### src/rtl/token_recon_pkg.sv
package token_recon_pkg;
  typedef enum logic [1:0] {
    ST_MONITOR = 2'd0,
    ST_BACKOFF = 2'd1,
    ST_SWEEP   = 2'd2
  } recon_state_e;
endpackage

### src/rtl/rcfg_tick_scale.sv
module rcfg_tick_scale #(
  parameter int RATE_W = 2
) (
  input  logic              clk,
  input  logic              rst_n,
  input  logic              tick,
  input  logic [RATE_W-1:0] rate_sel,
  output logic              stick
);
  generate
    if (RATE_W == 0) begin : g_bypass
      assign stick = tick;
    end else begin : g_prescale
      localparam int PW = (1 << RATE_W) - 1;
      logic [PW-1:0] pcnt;
      logic [PW-1:0] mask;

      assign mask  = (PW'(1) << rate_sel) - PW'(1);
      assign stick = tick && ((pcnt & mask) == mask);

      always_ff @(posedge clk) begin
        if (!rst_n)    pcnt <= '0;
        else if (tick) pcnt <= pcnt + PW'(1);
      end
    end
  endgenerate
endmodule

### src/rtl/rcfg_idle_watch.sv
module rcfg_idle_watch #(
  parameter int IDLE_US = 82
) (
  input  logic clk,
  input  logic rst_n,
  input  logic stick,
  input  logic line_act,
  output logic idle_seen
);
  localparam int CW = $clog2(IDLE_US + 2);
  localparam logic [CW-1:0] LIM = CW'(IDLE_US + 1);

  logic [CW-1:0] cnt;

  always_ff @(posedge clk) begin
    if (!rst_n)                   cnt <= '0;
    else if (line_act)            cnt <= '0;
    else if (stick && cnt != LIM) cnt <= cnt + CW'(1);
  end

  assign idle_seen = (cnt == LIM);
endmodule

### src/rtl/rcfg_long_timer.sv
module rcfg_long_timer #(
  parameter int RECON_US = 840000
) (
  input  logic clk,
  input  logic rst_n,
  input  logic stick,
  input  logic restart,
  output logic burst_start
);
  localparam int CW = $clog2(RECON_US + 1);
  localparam logic [CW-1:0] LAST = CW'(RECON_US - 1);

  logic [CW-1:0] cnt;

  always_ff @(posedge clk) begin
    if (!rst_n) begin
      cnt         <= '0;
      burst_start <= 1'b0;
    end else if (restart) begin
      cnt         <= '0;
      burst_start <= 1'b0;
    end else if (stick) begin
      if (cnt == LAST) begin
        cnt         <= '0;
        burst_start <= 1'b1;
      end else begin
        cnt         <= cnt + CW'(1);
        burst_start <= 1'b0;
      end
    end else begin
      burst_start <= 1'b0;
    end
  end
endmodule

### src/rtl/rcfg_backoff_sweep.sv
module rcfg_backoff_sweep
  import token_recon_pkg::*;
#(
  parameter int ID_W    = 8,
  parameter int SLOT_US = 146
) (
  input  logic            clk,
  input  logic            rst_n,
  input  logic            stick,
  input  logic            line_act,
  input  logic            idle_seen,
  input  logic [ID_W-1:0] node_id,
  input  logic            host_clr,
  input  logic            token_passed,
  input  logic            inv_ready,
  output logic            inv_valid,
  output logic [ID_W-1:0] inv_dest,
  output logic            recon_irq,
  output logic            my_recon
);
  localparam logic [ID_W-1:0] ID_TOP = '1;
  localparam int BO_W = $clog2(SLOT_US * ((1 << ID_W) - 1) + 1);

  recon_state_e    state;
  logic [BO_W-1:0] bo_cnt;
  logic [BO_W-1:0] bo_load;
  logic [ID_W-1:0] id_gap;
  logic            expire;

  assign id_gap  = ID_TOP - node_id;
  assign bo_load = BO_W'(SLOT_US) * BO_W'(id_gap);
  assign expire  = (state == ST_BACKOFF) && !line_act && (bo_cnt == '0);

  always_ff @(posedge clk) begin
    if (!rst_n) begin
      state     <= ST_MONITOR;
      bo_cnt    <= '0;
      inv_dest  <= '0;
      recon_irq <= 1'b0;
    end else begin
      recon_irq <= 1'b0;
      unique case (state)
        ST_MONITOR: begin
          if (idle_seen && !line_act) begin
            state  <= ST_BACKOFF;
            bo_cnt <= bo_load;
          end
        end
        ST_BACKOFF: begin
          if (line_act) begin
            state <= ST_MONITOR;
          end else if (expire) begin
            state     <= ST_SWEEP;
            inv_dest  <= node_id;
            recon_irq <= 1'b1;
          end else if (stick) begin
            bo_cnt <= bo_cnt - BO_W'(1);
          end
        end
        ST_SWEEP: begin
          if (token_passed)   state    <= ST_MONITOR;
          else if (inv_ready) inv_dest <= inv_dest - ID_W'(1);
        end
        default: state <= ST_MONITOR;
      endcase
    end
  end

  always_ff @(posedge clk) begin
    if (!rst_n)        my_recon <= 1'b0;
    else if (expire)   my_recon <= 1'b1;
    else if (host_clr) my_recon <= 1'b0;
  end

  assign inv_valid = (state == ST_SWEEP);
endmodule

### src/rtl/token_recon_timer.sv
module token_recon_timer #(
  parameter int ID_W     = 8,
  parameter int RATE_W   = 2,
  parameter int IDLE_US  = 82,
  parameter int SLOT_US  = 146,
  parameter int RECON_US = 840000
) (
  input  logic              clk,
  input  logic              rst_n,
  input  logic              tick,
  input  logic [RATE_W-1:0] rate_sel,
  input  logic              line_act,
  input  logic [ID_W-1:0]   node_id,
  input  logic              host_clr,
  input  logic              token_passed,
  input  logic              inv_ready,
  output logic              inv_valid,
  output logic [ID_W-1:0]   inv_dest,
  output logic              recon_irq,
  output logic              my_recon,
  output logic              burst_start
);
  logic stick;
  logic idle_seen;

  rcfg_tick_scale #(.RATE_W(RATE_W)) u_scale (
    .clk(clk), .rst_n(rst_n), .tick(tick), .rate_sel(rate_sel), .stick(stick)
  );

  rcfg_idle_watch #(.IDLE_US(IDLE_US)) u_idle (
    .clk(clk), .rst_n(rst_n), .stick(stick), .line_act(line_act),
    .idle_seen(idle_seen)
  );

  rcfg_backoff_sweep #(.ID_W(ID_W), .SLOT_US(SLOT_US)) u_sweep (
    .clk(clk), .rst_n(rst_n), .stick(stick), .line_act(line_act),
    .idle_seen(idle_seen), .node_id(node_id), .host_clr(host_clr),
    .token_passed(token_passed), .inv_ready(inv_ready),
    .inv_valid(inv_valid), .inv_dest(inv_dest),
    .recon_irq(recon_irq), .my_recon(my_recon)
  );

  rcfg_long_timer #(.RECON_US(RECON_US)) u_long (
    .clk(clk), .rst_n(rst_n), .stick(stick), .restart(token_passed),
    .burst_start(burst_start)
  );
endmodule

### config.mk
export PLATFORM = sky130hd
export DESIGN_NAME = token_recon_timer
export DESIGN_NICKNAME = d
export VERILOG_FILES = /design/src/rtl/token_recon_pkg.sv /design/src/rtl/rcfg_tick_scale.sv /design/src/rtl/rcfg_idle_watch.sv /design/src/rtl/rcfg_long_timer.sv /design/src/rtl/rcfg_backoff_sweep.sv /design/src/rtl/token_recon_timer.sv
export SDC_FILE = /design/constraint.sdc
export NUM_CORES = 1
export LEC_CHECK = 0
export BUFFER_PORTS_ARGS = -buffer_cell sky130_fd_sc_hd__buf_2
export CAP_MARGIN = 10
export CORE_MARGIN = 2
export CORE_UTILIZATION = 50
export CTS_BUF_LIST = sky130_fd_sc_hd__clkbuf_2 sky130_fd_sc_hd__clkbuf_4 sky130_fd_sc_hd__clkbuf_8
export DETAILED_ROUTE_END_ITERATION = 10
export PLACE_DENSITY = 0.77
export SETUP_SLACK_MARGIN = 0.05
export SLEW_MARGIN = 20
export SYNTH_ARGS = -nofsm -noshare
export SYNTH_HDL_FRONTEND = slang
export SYNTH_SLANG_ARGS = --single-unit
### constraint.sdc
create_clock -name clk -period 3.5 [get_ports clk]
set_input_delay 0.35 -clock clk [delete_from_list [all_inputs] [get_ports clk]]
set_output_delay 0.35 -clock clk [all_outputs]
set_load 0.01 [all_outputs]
-- Word-level counts from Yosys, hierarchy flattened
Index checks and enable logic that the tools add are counted.
- bitwise logic cells: 4
- reductions and logical operators: 18
- eq/ne operators: 15
- add/subtract/negate cells: 7
- shift operators: 1
- multiply operators: 1
- multiplexer cells: 20
- operators with widths (operator ; number):
    $mux 16 ; 4
    $mux 8 ; 4
    $pmux 16 s2 ; 1
    $add 20x1->20 const B ; 1
    $eq 20x20->1 const B ; 1
    $mux 20 ; 1
    $logic_not 16->1 ; 1
    $pmux 8 s2 ; 1
    $sub 16x1->16 const B ; 1
    $mul 7x8->15 const A ; 1
    $ne 2x2->1 const B ; 6
    $reduce_and 5->1 ; 2
    $mux 2 ; 4
    $sub 8x1->8 const B ; 1
    $sub 8x8->8 const A ; 1
    $add 7x1->7 const B ; 1
    $eq 7x7->1 const B ; 1
    $ne 7x7->1 const B ; 1
    $pmux 2 s3 ; 1
    $reduce_bool 2->1 ; 3
    $reduce_or 3->1 ; 2
    $logic_and 1x1->1 ; 5
    $mux 1 ; 4
    $ne 2x1->1 const B ; 2
    13 further kinds ; 16
- output and inout bits: 12
- register bits after elaboration: 59
- input port bits: 17

-- Longest topological paths before layout
Gate-level depths: netlist of run 1.
- depth in word-level cells: 9
- depth in mapped cells: 13
- depth with buffers taken out: 13

-- By module
Synthesis of run 1 repeated with hierarchy kept, for this count alone.
- cells, all modules: 483
- area total of the unflattened synthesis: 3900.0 um^2
- modules (own cells, without submodules) (module ; sequential area each (um^2) ; instances ; cells each ; area each (um^2)):
    rcfg_backoff_sweep ; 560.5 ; 1 ; 309 ; 2394.8
    rcfg_long_timer ; 420.4 ; 1 ; 118 ; 1011.0
    rcfg_idle_watch ; 140.1 ; 1 ; 40 ; 346.6
    rcfg_tick_scale ; 60.1 ; 1 ; 16 ; 147.6

-- Worst setup path after synthesis of run 1
Ideal clock, no wire load.
- path type: input -> register
- start point: input node_id[4]
- end point: register u_sweep.bo_cnt[11]
- cell stages on the path: 11
- path slack: 0.678 ns
- arrival: 2.748 ns
- data required time: 3.426 ns
- path through: inv_1 -> ha_1 -> ha_1 -> ha_1 -> ha_1 -> a31o_2 -> a21oi_1 -> a21boi_0 -> o21ai_0 -> or3b_2 -> a31oi_1
- cells in the longest elaborated chain, start to end: 4
- RTL lines (item ; line ; RTL):
    from (decl) ; token_recon_timer.sv:13 ; input logic [ID_W-1:0] node_id,
    $sub 8x8->8 ; rcfg_backoff_sweep.sv:30 ; assign id_gap = ID_TOP - node_id;
    $mul 7x8->15 ; rcfg_backoff_sweep.sv:31 ; assign bo_load = BO_W'(SLOT_US) * BO_W'(id_gap);
    $mux 16 ; rcfg_backoff_sweep.sv:44 ; if (idle_seen && !line_act) begin
    $pmux 16 s2 ; rcfg_backoff_sweep.sv:42 ; unique case (state)
    to (signal assigned) ; rcfg_backoff_sweep.sv:46 ; bo_cnt <= bo_load;
    to (signal assigned) ; rcfg_backoff_sweep.sv:57 ; bo_cnt <= bo_cnt - BO_W'(1);
    to (decl) ; rcfg_backoff_sweep.sv:25 ; logic [BO_W-1:0] bo_cnt;
No other way between the ends. The select of a mux whose other input is x is not followed.
A chain may end at the register's enable or synchronous reset.

-- Worst setup path in the final report of run 1
- start point: input node_id[1]
- end point: register u_sweep.bo_cnt[15]
Same word-level chain as after synthesis.

==> impl_metrics.ini, run 1 <==
[outcome]
outcome = finished, final reports clean

[route]
firstDrtPassIters = 5
drt_wl_total_um = 8550
drc = 0
avgRoutedWirePerCell_um = 14.0
vias = 3494
first_iter_violations = 228
via_per_inst = 5.74
antenna_left = 0

[worst_hold_path]
min_path_type = in2reg

[cts]
clk_pin_slew_worst_paths_ns = 0.07
cts_buffers = 9
cts_sinks = 59
clk_path_buf_depth = 2
postCtsSetupRepairBufs = 0
cts-resized-gates = 0
cts_tree = yes
cts_hold_buf = 0
worstSkewPairLatency_ns = 0.34
h-tree-depth = 3
root_buffer = clkbuf_8

[sta]
final_max_slew_viol_count = 0
setup_viol = 0
period_needed_ns = 2.78
skew_ns = 0.00974
tightestPinTransition_ns = 0.911
rsz0062_at_grt = false
finalCritPeriodShare_pct = 79.3
fmax_mhz = 360
slew-limit-headroom_pct = 39.2
setup_tns_ns = 0
hold_viol_final = 0

[power]
power_density_mw_per_mm2 = 379
leakagePower_nw = 1.59
total_power_w = 0.00160
ir_drop_mv = 0.158

[setup_path]
crit_arrival_ns = 2.97
worstPathRequired_ns = 3.69
cp_max_fo = 5
critical_path_class = in2reg
critPathLaunchType = input pin
crit_path_end_kind = register

[logic_synthesis]
netlist_area_mm2 = 0.00379
synth_area_per_cell_um2 = 7.91
yosysSeqAreaShare_pct = 31.1
synth_edf_count = 0
synth_top_flop_cell = dfxtp_1
synthesis.nets = 528
synth_cell_types = 63
syn_inst = 480
yosysWarnings = 0
ys_ff_latch = 59
async_flop_share_pct = 0

[job]
maxCapViolCount = 0

[global_routing]
grt_usage_pct = 21.1
grt_max_degree = 26
grt_overflow = 0
grt_pass1_vias = 3165
grt_pass1_wl_um = 14500
antenna_found_initial = 0

[layout]
fillCellCount = 660
layout_common_cells = nor2_1 (69), dfxtp_1 (59), nand2_1 (36), a21oi_1 (35), ha_1 (30)
nets = 553
area_delta_synth_final_pct = 11.2
drive_gt1_share_pct = 11.8
final_common_cell = nor2_1
antenna-diode-count = 0

[place]
routabilityCongestion = 0.911
portBuffers = 28
hpwl_um = 6220

[die]
die_h_um = 91.1
die_x_um = 91.1
coreArea_mm2 = 0.00729
io_pins = 29
fp-row-count = 31
dieArea_mm2 = 0.00830
initial_utilization_pct = 52.0
==> final cells by class <==
class | instances | area, um2 | area share [%]
clock buffer | 9 | 124 | 2.94
clock inverter | 7 | 100 | 2.37
inverter | 25 | 93.8 | 2.22
multi-input combinational | 380 | 2440 | 57.9
sequential | 59 | 1180 | 28.0
tap | 99 | 124 | 2.94
timing repair buffer | 30 | 155 | 3.68
==> final timing paths <==
path / slack, ns / end / start / depth (start not counted)
setup / recovery: 0.72 / u_sweep.bo_cnt[15] / node_id[1] / 12
hold / removal: 0.19 / u_long.burst_start / token_passed / 2
setup reg to reg: 0.90 / u_long.cnt[9] / u_scale.g_prescale.pcnt[0] / 6
hold reg to reg: 0.49 / u_long.cnt[1] / u_long.cnt[1] / 2
==> cells in the mapped netlist, types with 8 or more instances <==
cell type	instances	area, um2
nor2_1	69	259
o21ai_0	24	120
clkbuf_1	10	37.5
nand3_1	16	80.1
o21ai_1	10	50.1
ha_1	30	375
dfxtp_1	59	1180
nor3_1	19	95.1
inv_1	24	90.1
nand2_1	36	135
xor2_1	11	96.3
xnor2_1	24	210
a21oi_1	35	175
nand4_1	8	50.1
==> flip-flops by register name, indices dropped and copies added, names as in the netlist <==
signal,flops
u_idle.cnt,7
u_sweep.recon_irq,1
u_sweep.state,2
u_sweep.bo_cnt,16
u_scale.g_prescale.pcnt,3
u_long.cnt,20
u_sweep.inv_dest,8
u_long.burst_start,1
u_sweep.my_recon,1
==> kinds of logic after synthesis <==
| group | count (synthesis) | synth area share [%] |
|---|---|---|
| AND/OR/NAND/NOR | 207 | 28.2 |
| AO/OA/AOI/OAI | 104 | 16.8 |
| flip-flops | 59 | 31.1 |
| buffers and inverters | 41 | 4.55 |
| XOR/XNOR | 35 | 8.08 |
| adder cells (fa/ha/maj) | 31 | 10.4 |
| multiplexers | 3 | 0.824 |
==> report_power, final <==
| group | switching, W | leakage, nW | internal, W | total, W |
|---|---|---|---|---|
| combinational | 0.000129 | 0.995 | 0.0000915 | 0.000221 |
| sequential | 0.00000274 | 0.475 | 0.000674 | 0.000677 |
| clock | 0.000296 | 0.114 | 0.000407 | 0.000702 |
==> per-layer routing <==
metal | wire length (um) | GRT usage [%]
met3 | 446 | 4.98
met5 | 0 | 0
met4 | 183 | 7.20
met1 | 3930 | 28.0
met2 | 3990 | 33.6
==> through the flow <==
step / worst slack, ns / hold WS (ns) / std cells / instance area, um2 / util, %
2_1_floorplan: 0.678 / 0.428 / 480 / 3790 / -
3_3_place_gp: 0.457 / 0.462 / 593 / 4000 / 54.8
3_5_place_dp: 0.386 / 0.474 / 593 / 4000 / 54.8
4_1_cts: 0.743 / 0.185 / 609 / 4220 / 57.9
5_1_grt: 0.489 / 0.182 / 609 / 4220 / 57.9
6_report: 0.723 / 0.194 / 609 / 4220 / 57.9
==> critical path: stages <==
cell       delay [ns]
buf_2            0.10
inv_1            0.04
ha_1             0.28
ha_1             0.31
ha_1             0.28
ha_1             0.36
a31o_2           0.23
a21oi_1          0.19
and3_1           0.21
nor2_1           0.05
a2111oi_0        0.42
o41ai_1          0.13
Note: power is estimated with default switching activity, not from simulation.
==> run 2, diff against run 1 <==
--- a/config.mk
+++ b/config.mk
@@ -11,7 +11,7 @@
 export CORE_UTILIZATION = 50
 export CTS_BUF_LIST = sky130_fd_sc_hd__clkbuf_2 sky130_fd_sc_hd__clkbuf_4 sky130_fd_sc_hd__clkbuf_8
 export DETAILED_ROUTE_END_ITERATION = 10
-export PLACE_DENSITY = 0.77
+export PLACE_DENSITY = 0.8
 export SETUP_SLACK_MARGIN = 0.05
 export SLEW_MARGIN = 20
 export SYNTH_ARGS = -nofsm -noshare
==> constraint.sdc (replaced) <==
create_clock -name clk -period 2.35 [get_ports clk]
set_input_delay 0.235 -clock clk [delete_from_list [all_inputs] [get_ports clk]]
set_output_delay 0.235 -clock clk [all_outputs]
set_load 0.01 [all_outputs]
==> impl_metrics.ini, run 2 (same netlist as run 1, synthesis figures left out) <==
[outcome]
outcome = finished with violations
violations = setup timing

[power]
total_power_w = 0.00256
power_density_mw_per_mm2 = 523
ir_drop_mv = 0.306
leakagePower_nw = 1.82

[global_routing]
grt_pass1_vias = 3586
grt_usage_pct = 23.5
grt_max_degree = 26
antenna_found_initial = 0
grt_overflow = 0
grt_pass1_wl_um = 16100

[die]
initial_utilization_pct = 52.0
io_pins = 29
die_x_um = 91.1
fp-row-count = 31
die_h_um = 91.1
coreArea_mm2 = 0.00729
dieArea_mm2 = 0.00830

[place]
preCtsSetupSlack_ns = -0.400
hpwl_um = 6990
dp.cells = 637
routabilityCongestion = 0.868
place_area_mm2 = 0.00449
portBuffers = 28

[sta]
fmax_mhz = 400
finalCritPeriodShare_pct = 106
rsz0062_at_grt = true
setup_viol = 1
skew_ns = 0.00920
slew-limit-headroom_pct = 39.4
final_max_slew_viol_count = 0
tightestPinTransition_ns = 0.907
hold_viol_final = 0
setup_ws_ns = -0.148
period_needed_ns = 2.50

[layout]
largest_register_ffs = 20
area_delta_synth_final_pct = 29.0
drive_gt1_share_pct = 26.3
fin_cells = 655
antenna-diode-count = 0
layout_common_cells = nor2_1 (66), dfxtp_1 (59), buf_4 (47), nand2_1 (35), a21oi_1 (30)
nets = 599
final_common_cell = nor2_1
fin_area_mm2 = 0.00490
top_regs = u_long.cnt x20, u_sweep.bo_cnt x16, u_sweep.inv_dest x8
regMostFlops = u_long.cnt

[cts]
cts_tree = yes
clk_path_buf_depth = 2
clk_pin_slew_worst_paths_ns = 0.07
cts_sinks = 59
cts_buffers = 9
root_buffer = clkbuf_8
cts_hold_buf = 0
h-tree-depth = 3
worstSkewPairLatency_ns = 0.35

[route]
via_per_inst = 5.76
antenna_left = 0
vias = 3775
avgRoutedWirePerCell_um = 15.3
drt_wl_total_um = 10000
drc = 0
firstDrtPassIters = 5
first_iter_violations = 265

[setup_path]
r2r_slack_ns = 0.19
crit_arrival_ns = 2.75
critPathLaunchType = input pin
worstPathRequired_ns = 2.61
crit_path_end_kind = register
cp_max_fo = 4
critical_path_class = in2reg

[worst_hold_path]
min_path_type = in2reg

[job]
maxCapViolCount = 0
-- run 2: cell count changes in the layout (fill, tap and decap cells not counted), moves of 3 or more --
cell	before	now
a21oi_1	35	30
a21oi_2	0	3
buf_4	2	47
clkinvlp_4	0	4
ha_1	30	16
ha_4	0	13
inv_1	24	20
nor2_1	69	66
o21ai_0	24	21
-- run 2: layout make-up --
| class | instances | area [um2] |
|---|---|---|
| tap | 99 | 124 |
| timing repair buffer | 76 | 519 |
| clock buffer | 9 | 124 |
| multi-input combinational | 380 | 2770 |
| clock inverter | 7 | 76.3 |
| sequential | 59 | 1180 |
| fill | 565 | 2390 |
| inverter | 25 | 101 |
-- run 2: worst max-delay path, cell delays in order --
cell	delay, ns
buf_6	0.08
clkinvlp_4	0.12
ha_4	0.29
ha_4	0.13
inv_2	0.04
fa_1	0.48
inv_2	0.06
ha_4	0.30
o21ai_4	0.07
a21oi_2	0.17
o31a_1	0.24
o22ai_2	0.09
mux2_2	0.28
a31oi_1	0.18
-- run 2: path summary, 6_finish.rpt --
path / startpoint / to / cells past startpoint
worst max-delay path: node_id[4] / u_sweep.bo_cnt[14] / 14
worst min-delay path: token_passed / u_long.burst_start / 2
worst max register to register: u_idle.cnt[1] / u_sweep.bo_cnt[11] / 8
worst min register to register: u_long.cnt[1] / u_long.cnt[1] / 2
-- run 2: metrics by stage --
stage / TNS [ns] / hold slack, ns / util (%)
global route: -0.382 / 0.0663 / 67.2
finish: -0.148 / 0.0685 / 67.2
floorplan: -0.476 / 0.313 / -
CTS: -0.0102 / 0.0688 / 65.1
detailed placement: -2.29 / 0.434 / 61.5
global placement: -1.90 / 0.431 / 61.5
-- run 2: where the power goes --
group          leakage (nW)  internal [W]  switching [W]
Clock                0.0958      0.000494       0.000454
Combinational          1.25      0.000305       0.000302
Sequential            0.475       0.00100     0.00000414
Total                  1.82       0.00180       0.000761
-- run 2: repair_timing --
| action | CTS | global route |
|---|---|---|
| resized for setup | 9 | 24 |
| hold endpoints to repair | 0 | 0 |
| endpoints found under the setup margin | 14 | 13 |
| buffers inserted | 2 | 1 |
| pin swaps | 10 | 17 |
-- run 2: routing by layer --
metal | share of wire [%] | vias to the layer above | track usage (%) | routed length [um]
li1 | - | 1832 | - | -
met1 | 45 | 1793 | 29.5 | 4500
met2 | 47 | 126 | 39.6 | 4720
met3 | 5.9 | 24 | 4.56 | 597
met4 | 2.2 | 0 | 9.34 | 219
met5 | 0 | - | 0 | 0
